--- config.mk ---
export PLATFORM = sky130hd
export DESIGN_NAME = cfg_i2c_target
export DESIGN_NICKNAME = d
export VERILOG_FILES = /design/src/rtl/cfg_i2c_pkg.sv /design/src/rtl/cfg_i2c_ctrl.sv /design/src/rtl/cfg_i2c_regs.sv /design/src/rtl/cfg_i2c_target.sv
export SDC_FILE = /design/constraint.sdc
export NUM_CORES = 1
export LEC_CHECK = 0
export BUFFER_PORTS_ARGS = -buffer_cell sky130_fd_sc_hd__clkbuf_2
export CAP_MARGIN = 15
export CORE_MARGIN = 8
export CORE_UTILIZATION = 55
export DETAILED_ROUTE_END_ITERATION = 8
export PLACE_DENSITY = 0.82
export SLEW_MARGIN = 20
export SYNTH_ARGS = -nofsm -noshare
export SYNTH_HDL_FRONTEND = slang
export SYNTH_SLANG_ARGS = --single-unit
--- constraint.sdc ---
create_clock -name clk -period 2.3 [get_ports clk]
set_clock_uncertainty 0.05 [all_clocks]
set_input_delay 0.23 -clock clk [delete_from_list [all_inputs] [get_ports clk]]
set_output_delay 0.23 -clock clk [all_outputs]
set_load 0.01 [all_outputs]
--- src/rtl/cfg_i2c_pkg.sv ---
package cfg_i2c_pkg;

  typedef enum logic [2:0] {
    S_IDLE, S_ADDR, S_ADDR_CHK, S_ACK, S_WR, S_WR_CHK, S_RD, S_RD_ACK
  } busState_t;

  // strobes from the bus control to the register datapath
  typedef struct packed {
    logic       ptrLoad;
    logic       wrEn;
    logic       ptrInc;
    logic [7:0] data;
  } cfgStrobe_t;

  // four-entry address table; the last code sits apart from the other three
  function automatic logic [6:0] targetAddr(input logic deser, input logic [1:0] code);
    logic [6:0] base;
    base = deser ? 7'h70 : 7'h68;
    if (code == 2'd3) return base + 7'd6;
    return base + 7'd1 + {5'd0, code};
  endfunction

endpackage

--- src/rtl/cfg_i2c_ctrl.sv ---
module cfg_i2c_ctrl
  import cfg_i2c_pkg::*;
#(
  parameter bit IS_DESER    = 1'b0,
  parameter int HOLD_CYCLES = 500000
) (
  input  logic       clk,
  input  logic       rstN,
  input  logic       scl,
  input  logic       sda,
  input  logic [1:0] addrSel,
  input  logic [7:0] rdByte,
  output cfgStrobe_t strb,
  output logic       sdaOe
);

  localparam int HW = $clog2(HOLD_CYCLES + 1);

  logic [HW-1:0] holdCnt;
  logic          ready;

  always_ff @(posedge clk or negedge rstN) begin
    if (!rstN)                            holdCnt <= '0;
    else if (holdCnt != HW'(HOLD_CYCLES)) holdCnt <= holdCnt + 1'b1;
  end
  assign ready = (holdCnt == HW'(HOLD_CYCLES));

  // two-flop synchronizers plus one history stage for edge detection
  logic [1:0] sclPipe, sdaPipe;
  logic       sclPrev, sdaPrev, sclS, sdaS;

  always_ff @(posedge clk or negedge rstN) begin
    if (!rstN) begin
      sclPipe <= 2'b11;
      sdaPipe <= 2'b11;
      sclPrev <= 1'b1;
      sdaPrev <= 1'b1;
    end else begin
      sclPipe <= {sclPipe[0], scl};
      sdaPipe <= {sdaPipe[0], sda};
      sclPrev <= sclPipe[1];
      sdaPrev <= sdaPipe[1];
    end
  end
  assign sclS = sclPipe[1];
  assign sdaS = sdaPipe[1];

  logic sclRise, sclFall, startDet, stopDet;
  assign sclRise  = sclS & ~sclPrev;
  assign sclFall  = ~sclS & sclPrev;
  assign startDet = sclS & sclPrev & sdaPrev & ~sdaS;
  assign stopDet  = sclS & sclPrev & ~sdaPrev & sdaS;

  busState_t  state;
  logic [3:0] bitCnt;
  logic [7:0] shiftIn, rdShift;
  logic       isRead, firstByte, mAck;
  logic [6:0] myAddr;

  assign myAddr = targetAddr(IS_DESER, addrSel);

  always_ff @(posedge clk or negedge rstN) begin
    if (!rstN) begin
      state     <= S_IDLE;
      bitCnt    <= '0;
      shiftIn   <= '0;
      rdShift   <= '0;
      isRead    <= 1'b0;
      firstByte <= 1'b0;
      mAck      <= 1'b0;
      sdaOe     <= 1'b0;
      strb      <= '0;
    end else begin
      strb      <= '0;
      strb.data <= shiftIn;
      if (!ready) begin
        state <= S_IDLE;
        sdaOe <= 1'b0;
      end else if (startDet) begin
        state  <= S_ADDR;
        bitCnt <= '0;
        sdaOe  <= 1'b0;
      end else if (stopDet) begin
        state <= S_IDLE;
        sdaOe <= 1'b0;
      end else begin
        unique case (state)
          S_IDLE: ;
          S_ADDR, S_WR: begin
            if (sclRise) begin
              shiftIn <= {shiftIn[6:0], sdaS};
              if (bitCnt == 4'd7) state <= (state == S_ADDR) ? S_ADDR_CHK : S_WR_CHK;
              else                bitCnt <= bitCnt + 1'b1;
            end
          end
          S_ADDR_CHK: begin
            if (sclFall) begin
              if (shiftIn[7:1] == myAddr) begin
                sdaOe     <= 1'b1;
                isRead    <= shiftIn[0];
                firstByte <= 1'b1;
                state     <= S_ACK;
              end else begin
                state <= S_IDLE;
              end
            end
          end
          S_WR_CHK: begin
            if (sclFall) begin
              sdaOe     <= 1'b1;
              state     <= S_ACK;
              firstByte <= 1'b0;
              if (firstByte) strb.ptrLoad <= 1'b1;
              else begin
                strb.wrEn   <= 1'b1;
                strb.ptrInc <= 1'b1;
              end
            end
          end
          S_ACK: begin
            if (sclFall) begin
              bitCnt <= '0;
              if (isRead) begin
                rdShift <= rdByte;
                sdaOe   <= ~rdByte[7];
                state   <= S_RD;
              end else begin
                sdaOe <= 1'b0;
                state <= S_WR;
              end
            end
          end
          S_RD: begin
            if (sclRise) bitCnt <= bitCnt + 1'b1;
            if (sclFall) begin
              if (bitCnt == 4'd8) begin
                sdaOe       <= 1'b0;
                state       <= S_RD_ACK;
                strb.ptrInc <= 1'b1;
              end else begin
                sdaOe <= ~rdShift[3'd7 - bitCnt[2:0]];
              end
            end
          end
          S_RD_ACK: begin
            if (sclRise) mAck <= ~sdaS;
            if (sclFall) begin
              if (mAck) begin
                rdShift <= rdByte;
                sdaOe   <= ~rdByte[7];
                bitCnt  <= '0;
                state   <= S_RD;
              end else begin
                state <= S_IDLE;
              end
            end
          end
          default: state <= S_IDLE;
        endcase
      end
    end
  end

  // silent until the hold-off counter has run out
  p_quiet_holdoff_r2: assert property (@(posedge clk) disable iff (!rstN)
    !ready |-> !sdaOe);

  // the pull-down only engages while the synchronized clock is low
  p_oe_scl_low_r11: assert property (@(posedge clk) disable iff (!rstN)
    $rose(sdaOe) |-> !sclS);

  // a target that stays idle keeps SDA released
  p_idle_release_r8: assert property (@(posedge clk) disable iff (!rstN)
    (state == S_IDLE && $past(state) == S_IDLE) |-> !sdaOe);

  // pointer load and register write never coincide
  p_strobe_excl_r5: assert property (@(posedge clk) disable iff (!rstN)
    $onehot0({strb.ptrLoad, strb.wrEn}));

endmodule

--- src/rtl/cfg_i2c_regs.sv ---
module cfg_i2c_regs
  import cfg_i2c_pkg::*;
#(
  parameter int REGS     = 16,
  parameter int CFG_REGS = 4
) (
  input  logic                  clk,
  input  logic                  rstN,
  input  cfgStrobe_t            strb,
  input  logic [CFG_REGS*8-1:0] strapCfg,
  output logic [7:0]            rdByte,
  output logic [CFG_REGS*8-1:0] cfgEff
);

  localparam int AW = $clog2(REGS);

  logic [7:0] mem [REGS];
  logic [7:0] ptr;
  logic       inRange, override;

  assign inRange  = (ptr < 8'(REGS));
  assign override = (mem[0] == 8'h01);

  always_ff @(posedge clk or negedge rstN) begin
    if (!rstN) begin
      ptr <= '0;
      for (int i = 0; i < REGS; i++) mem[i] <= '0;
    end else begin
      if (strb.ptrLoad)     ptr <= strb.data;
      else if (strb.ptrInc) ptr <= ptr + 1'b1;
      if (strb.wrEn && inRange) mem[ptr[AW-1:0]] <= strb.data;
    end
  end

  assign rdByte = inRange ? mem[ptr[AW-1:0]] : 8'h00;

  for (genvar k = 0; k < CFG_REGS; k++) begin : g_cfg
    assign cfgEff[k*8 +: 8] = override ? mem[k+1] : strapCfg[k*8 +: 8];
  end

  // a write strobe lands the byte at the old pointer
  p_wr_lands_r5: assert property (@(posedge clk) disable iff (!rstN)
    (strb.wrEn && inRange) |=> mem[$past(ptr[AW-1:0])] == $past(strb.data));

  // an increment strobe advances the pointer by one
  p_ptr_inc_r7: assert property (@(posedge clk) disable iff (!rstN)
    (strb.ptrInc && !strb.ptrLoad) |=> ptr == $past(ptr) + 8'd1);

  // writes beyond the file leave the mode register alone
  p_oob_keep_r9: assert property (@(posedge clk) disable iff (!rstN)
    (strb.wrEn && !inRange) |=> $stable(mem[0]));

endmodule

--- src/rtl/cfg_i2c_target.sv ---
module cfg_i2c_target
  import cfg_i2c_pkg::*;
#(
  parameter bit IS_DESER   = 1'b0,
  parameter int CLK_HZ     = 50000000,
  parameter int HOLDOFF_MS = 10,
  parameter int REGS       = 16,
  parameter int CFG_REGS   = 4
) (
  input  logic                  clk,
  input  logic                  rstN,
  input  logic                  scl,
  input  logic                  sda,
  input  logic [1:0]            addrSel,
  input  logic [CFG_REGS*8-1:0] strapCfg,
  output logic                  sdaOe,
  output logic [CFG_REGS*8-1:0] cfgEff
);

  localparam int HOLD_CYCLES = (CLK_HZ / 1000) * HOLDOFF_MS;

  cfgStrobe_t strb;
  logic [7:0] rdByte;

  cfg_i2c_ctrl #(.IS_DESER(IS_DESER), .HOLD_CYCLES(HOLD_CYCLES)) i_ctrl (
    .clk(clk), .rstN(rstN), .scl(scl), .sda(sda), .addrSel(addrSel),
    .rdByte(rdByte), .strb(strb), .sdaOe(sdaOe)
  );

  cfg_i2c_regs #(.REGS(REGS), .CFG_REGS(CFG_REGS)) i_regs (
    .clk(clk), .rstN(rstN), .strb(strb), .strapCfg(strapCfg),
    .rdByte(rdByte), .cfgEff(cfgEff)
  );

endmodule

Word-level counts from Yosys, hierarchy flattened
Index checks and enable logic that the tools add are counted.
{"block": "totals", "ff_bits": 199, "input_bits": 38, "output_inout_bits": 33, "wordCells": 187}
{"block": "op_classes", "n_addsub": 5, "order_cmp": 4, "n_eq_ne": 40, "n_mux": 73, "bitwise_logic": 16, "n_reduce_logical": 15}
{"op": "$bwmux W128", "n": 1}
{"op": "$mux W8", "n": 14}
{"op": "$mux W3", "n": 17}
{"op": "$ne A5 B5 Y1 const B", "n": 10}
{"op": "$bmux W8 S4", "n": 1}
{"op": "$demux W8 S4", "n": 1}
{"op": "$mux W4", "n": 8}
{"op": "$add A19 B1 Y19 const B", "n": 1}
{"op": "$eq A19 B19 Y1 const B", "n": 1}
{"op": "$ne A19 B19 Y1 const B", "n": 1}
{"op": "$mux W1", "n": 18}
{"op": "$pmux W3 S6", "n": 1}
{"op": "$reduce_and A9 Y1", "n": 2}
{"op": "$ne A2 B1 Y1 const B", "n": 8}
{"op": "$pmux W4 S4", "n": 1}
{"op": "$pmux W8 S2", "n": 1}
{"op": "$reduce_and A8 Y1", "n": 2}
{"op": "$ne A3 B1 Y1 const B", "n": 5}
{"op": "$mux W7", "n": 2}
{"op": "$eq A3 B3 Y1 const B", "n": 4}
{"op": "$reduce_and A5 Y1", "n": 2}
{"op": "$ne A9 B9 Y1 const B", "n": 1}
{"op": "$add A8 B1 Y8 const B", "n": 1}
{"op": "$eq A8 B1 Y1 const B", "n": 1}
{"op": "28 further kinds", "n": 49}

Depth between registers and ports, before layout
{"block": "depth", "depth_word": 12, "ltp_mapped": 8, "mapped_depth_nobuf": 8}

Hierarchy
A second synthesis with hierarchy kept.
{"block": "unflattened", "hier_cells": 740, "area_unflattened_um2": 10012.1}
{"mod": "cfg_i2c_regs", "instances": 1, "cells_per_inst": 463, "area_each_um2": 6961.7, "seq_area_each_um2": 3403.3}
{"mod": "cfg_i2c_ctrl", "instances": 1, "cells_per_inst": 277, "area_each_um2": 3050.4, "seq_area_each_um2": 1584.0}

Least setup slack after synthesis
No wires, ideal clock.
{"block": "synth_timing", "path_kind": "reg-to-reg", "from": "reg i_regs.ptr[1]", "to": "reg i_regs.mem[112] in the netlist's numbering", "setup_time_ps": 125, "arrival_ps": 2068, "t_required_ps": 2125, "setup_slack_ps": 57, "stages_incl_launch_ff": 9, "path_buffers": 3, "period_less_slack_ps": 2243, "cell_sequence": "dfrtp_1 -> clkbuf_1 -> buf_1 -> inv_1 -> ha_1 -> and3_1 -> clkbuf_1 -> nand2_1 -> mux2_2"}
{"block": "synth_via", "elab_chain_cells": 6, "word_cells_on_any_way": 9, "cone_classes": "order compare: 3; mux: 3; bitwise: 1; reduce/logical: 2"}
{"element": "start, declared", "line_no": "cfg_i2c_regs.sv:18", "source": "logic [7:0] ptr;"}
{"element": "start signal, assigned", "line_no": "cfg_i2c_regs.sv:29", "source": "if (strb.ptrLoad) ptr <= strb.data;"}
{"element": "start signal, assigned", "line_no": "cfg_i2c_regs.sv:30", "source": "else if (strb.ptrInc) ptr <= ptr + 1'b1;"}
{"element": "$not A4 Y5 (not written as such)", "line_no": "cfg_i2c_regs.sv:31", "source": "if (strb.wrEn && inRange) mem[ptr[AW-1:0]] <= strb.data;"}
{"element": "$ge A5 B5 Y1 (not written as such) / $lt A5 B1 Y1 (equally long branches)", "line_no": "cfg_i2c_regs.sv:31"}
{"element": "$logic_and A1 B1 Y1 (not written as such)", "line_no": "cfg_i2c_regs.sv:31"}
{"element": "$mux W8 (not written as such)", "line_no": "cfg_i2c_regs.sv:31"}
{"element": "$demux W8 S4", "line_no": "cfg_i2c_regs.sv:31"}
{"element": "$bwmux W128", "line_no": "cfg_i2c_regs.sv:31"}
{"element": "end signal, assigned by index", "line_no": "cfg_i2c_regs.sv:31"}
{"element": "end, declared", "line_no": "cfg_i2c_regs.sv:17", "source": "logic [7:0] mem [REGS];"}
Several ways; a longest one is shown, not always the timed one.
A chain may end at the register's enable or synchronous reset.

Worst setup path after layout
{"block": "layout_timing", "from": "reg i_regs.mem[125] in the netlist's numbering", "to": "out cfgEff[22]"}
{"block": "layout_via", "elab_chain_cells": 2}
{"element": "$eq A8 B1 Y1", "line_no": "cfg_i2c_regs.sv:22", "source": "assign override = (mem[0] == 8'h01);"}
{"element": "$mux W8", "line_no": "cfg_i2c_regs.sv:38", "source": "assign cfgEff[k*8 +: 8] = override ? mem[k+1] : strapCfg[k*8 +: 8];"}
{"element": "end, declared", "line_no": "cfg_i2c_target.sv:17", "source": "output logic [CFG_REGS*8-1:0] cfgEff"}
No other way between the ends.

==> reports/metrics.cfg <==
[setup_path]
slowest_stage = dfrtp_2
slowest_delay_ps = 440
r2r_setup_slack_ps = 110
crit_buf_inv = 2
critical_path_class = reg2out
cp.arrival_ps = 2090
cp-start-kind = register
crit_fanout = 5
worstSetupEndpointType = output pin
crit_chain = nor4_4 > nand2_8 > buf_12 > mux2_2 > clkbuf_2
cp.required_ps = 2020
critPathTopFamily = simple AND/OR/NAND/NOR gates

[global_route]
grt_pass1_wl_um = 37290
grt_usage_pct = 21.61
antenna_found_initial = 0
grt-ovfl-total = 0
grt_pass1_vias = 6822
grt_max_degree = 61

[timing]
fin_crit_ps = 2369
fmax_ghz = 0.4222
slew_viol_final = 0
post-route-period-util_pct = 103.0
rsz0062_at_grt = yes
tightest_slew_ps = 687.3
setup_violations = 28
maxSlewHeadroom_pct = 54.18
hold_viol = 0
fin_ws_ps = -68.76

[floorplanning]
start_util_pct = 55.97
die_x_um = 148.2
rows = 48
core_area_sq_um = 17180
dieArea_sq_um = 21960
io_pins = 71
die_y_um = 148.2

[cells_and_area]
num-fill-cells = 1222
nets = 856
drive_gt1_share_pct = 44.96
layout_commonest_cell = dfrtp_1
fin_cells = 1048
finish.utilization_pct = 65.35
mostFrequentLayoutCells = 188 x dfrtp_1, 170 x mux2_2, 66 x clkbuf_2
diodes = 0
area_growth_pct = 16.76

[route]
drtAntennaViolNets = 0
vias_per_cell = 6.158
first_pass_iters = 4
totalWireLength_um = 22860
vias = 6454
wire_per_inst_um = 21.81
drcViolationCount = 0
drtIter0Drc = 471

[synthesis]
yosysWarnings = 0
syn_area_per_cell_sq_um = 13.37
ys_seq_area_share_pct = 51.88
async_flop_share_pct = 100.0
synth_cell_types = 55
syn_nets = 765
ys.flop_type = dfrtp_1
synth_cells = 719
synth_edf_count = 0
syn_area_sq_um = 9613
ys_ff_latch = 199

[cts]
cts_buffer_depth = 2
clock-root-buffer = clkbuf_16
clk_latency_ps = 430
htree_levels = 4
clkTransAtPathRegs_ps = 70
cts_sinks = 199
numCtsBuffers = 17
cts_tree = yes

[place]
hpwl_um = 15910
port_buffers = 70
place_congestion = 0.8800
dp.cells = 1002
pre_cts_slack_ps = 17.12

[outcome]
violations = setup timing
status = finished, violations left

[job]
cap_violations = 0

[power_and_ir_drop]
power_leakage_nw = 5.246
ir_drop_mv = 0.5365
p_per_area_nw_per_um2 = 612.2

[hold_path]
hold_class = in2async

## worst reg2reg max path, stage by stage (launching register included)
cell and delay, ps:
dfrtp_1 440, nor4_2 480, and3_1 310, nand2_1 370, mux2_2 420
## kinds of logic (layout without fill, tap and decap cells)
kind of cell	Yosys count	in the layout	share of synthesized area, %
adder cells (fa/ha/maj)	8	8	1.041
flip-flops	199	199	51.88
XOR/XNOR	25	25	2.278
buffers and inverters	55	159	2.226
multiplexers	218	218	30.12
AND/OR/NAND/NOR	162	162	9.098
AO/OA/AOI/OAI	52	52	3.358
## metal layers
layer  vias up  share of wire [%]  GRT usage (%)  wire, um
li1       2821                  -              -         -
met1      3352                 41          28.17      9436
met2       241                 50          34.93     11460
met3        40                6.1          4.345      1396
met4         0                2.5          8.669       573
met5         -                  0              0         0
## timing repair
action                                 in CTS  in global routing
hold buffers                                3                  0
gates resized for setup                    12                 14
setup endpoints to repair                  38                173
buffers inserted                            4                  5
endpoints found under the hold margin      57                  0
pin swaps                                   3                  3
gates cloned                                2                  0
## synthesized netlist by cell type, drive strengths merged (3+ instances only)
cell	number	area, sq um
nor3b	3	22.52
nand2b	5	31.28
mux4	40	900.9
nor4	6	58.80
nor2b	10	62.56
xnor2	16	140.1
nor3	5	25.02
nand2	65	244.0
clkbuf	25	93.84
o21ai	25	125.1
o211ai	5	37.54
inv	18	67.56
and2	4	25.02
and3	8	50.05
a21oi	6	30.03
dfstp	6	157.7
ha	8	100.1
mux2	170	1914
buf	12	52.55
nand3	19	95.09
nand4	4	31.28
xor2	9	78.83
dfrtp	193	4830
nor4b	4	41.29
nor2	12	45.04
mux2i	8	80.08
## power breakdown
part | internal (mW) | leakage, nW | switching [mW] | total [mW]
Sequential | 3.51 | 2.73 | 0.00554 | 3.51
Clock | 1.82 | 0.304 | 1.33 | 3.15
Combinational | 0.0851 | 2.21 | 0.124 | 0.210
Total | 5.41 | 5.25 | 1.46 | 6.87
## per-stage QoR
| stage | hold WS [ps] | instance area [sq um] | total power, mW | TNS [ps] |
|---|---|---|---|---|
| 5_1_grt | 312.3 | 11220 | 7.081 | -2167 |
| 3_3_place_gp | 178.4 | 10350 | 3.780 | 0 |
| 4_1_cts | 296.6 | 11140 | 6.923 | -524.3 |
| 2_1_floorplan | -115.6 | 9613 | 3.637 | 0 |
| 6_report | 273.1 | 11220 | 6.871 | -585.5 |
| 3_5_place_dp | 185.0 | 10350 | 3.787 | 0 |
## state kept, by name, summed over array words and instances, names as in the netlist
signal / count
i_ctrl.bitCnt: 4
i_regs.ptr: 8
i_ctrl.mAck: 1
i_ctrl.shiftIn: 8
i_ctrl.sdaPipe: 2
i_ctrl.state: 3
i_regs.mem: 128
i_ctrl.sdaPrev: 1
i_ctrl.sdaOe: 1
i_ctrl.sclPipe: 2
i_ctrl.strb: 11
i_ctrl.firstByte: 1
i_ctrl.isRead: 1
i_ctrl.sclPrev: 1
i_ctrl.rdShift: 8
i_ctrl.holdCnt: 19
## area by class of cell
class	instances	area, sq um	area share, %
Inverter	18	67.56	0.6019
Multi-Input combinational cell	465	4468	39.81
Clock inverter	12	162.7	1.449
Tap cell	225	281.5	2.508
Timing Repair Buffer	109	784.5	6.989
Clock buffer	20	466.7	4.158
Sequential cell	199	4994	44.49
## worst paths after layout
kind	start	cells past startpoint	end
setup / recovery	i_regs.mem[125]	5	cfgEff[22]
hold / removal	rstN	2	i_regs.mem[87]
setup reg to reg	i_regs.ptr[7]	4	i_regs.mem[109]
hold reg to reg	i_ctrl.sclPipe[0]	0	i_ctrl.sclPipe[1]
max in group asynchronous	rstN	3	i_regs.mem[121]
min in group clk	i_ctrl.sclPipe[0]	0	i_ctrl.sclPipe[1]
Note: power is estimated with default switching activity, not from simulation.
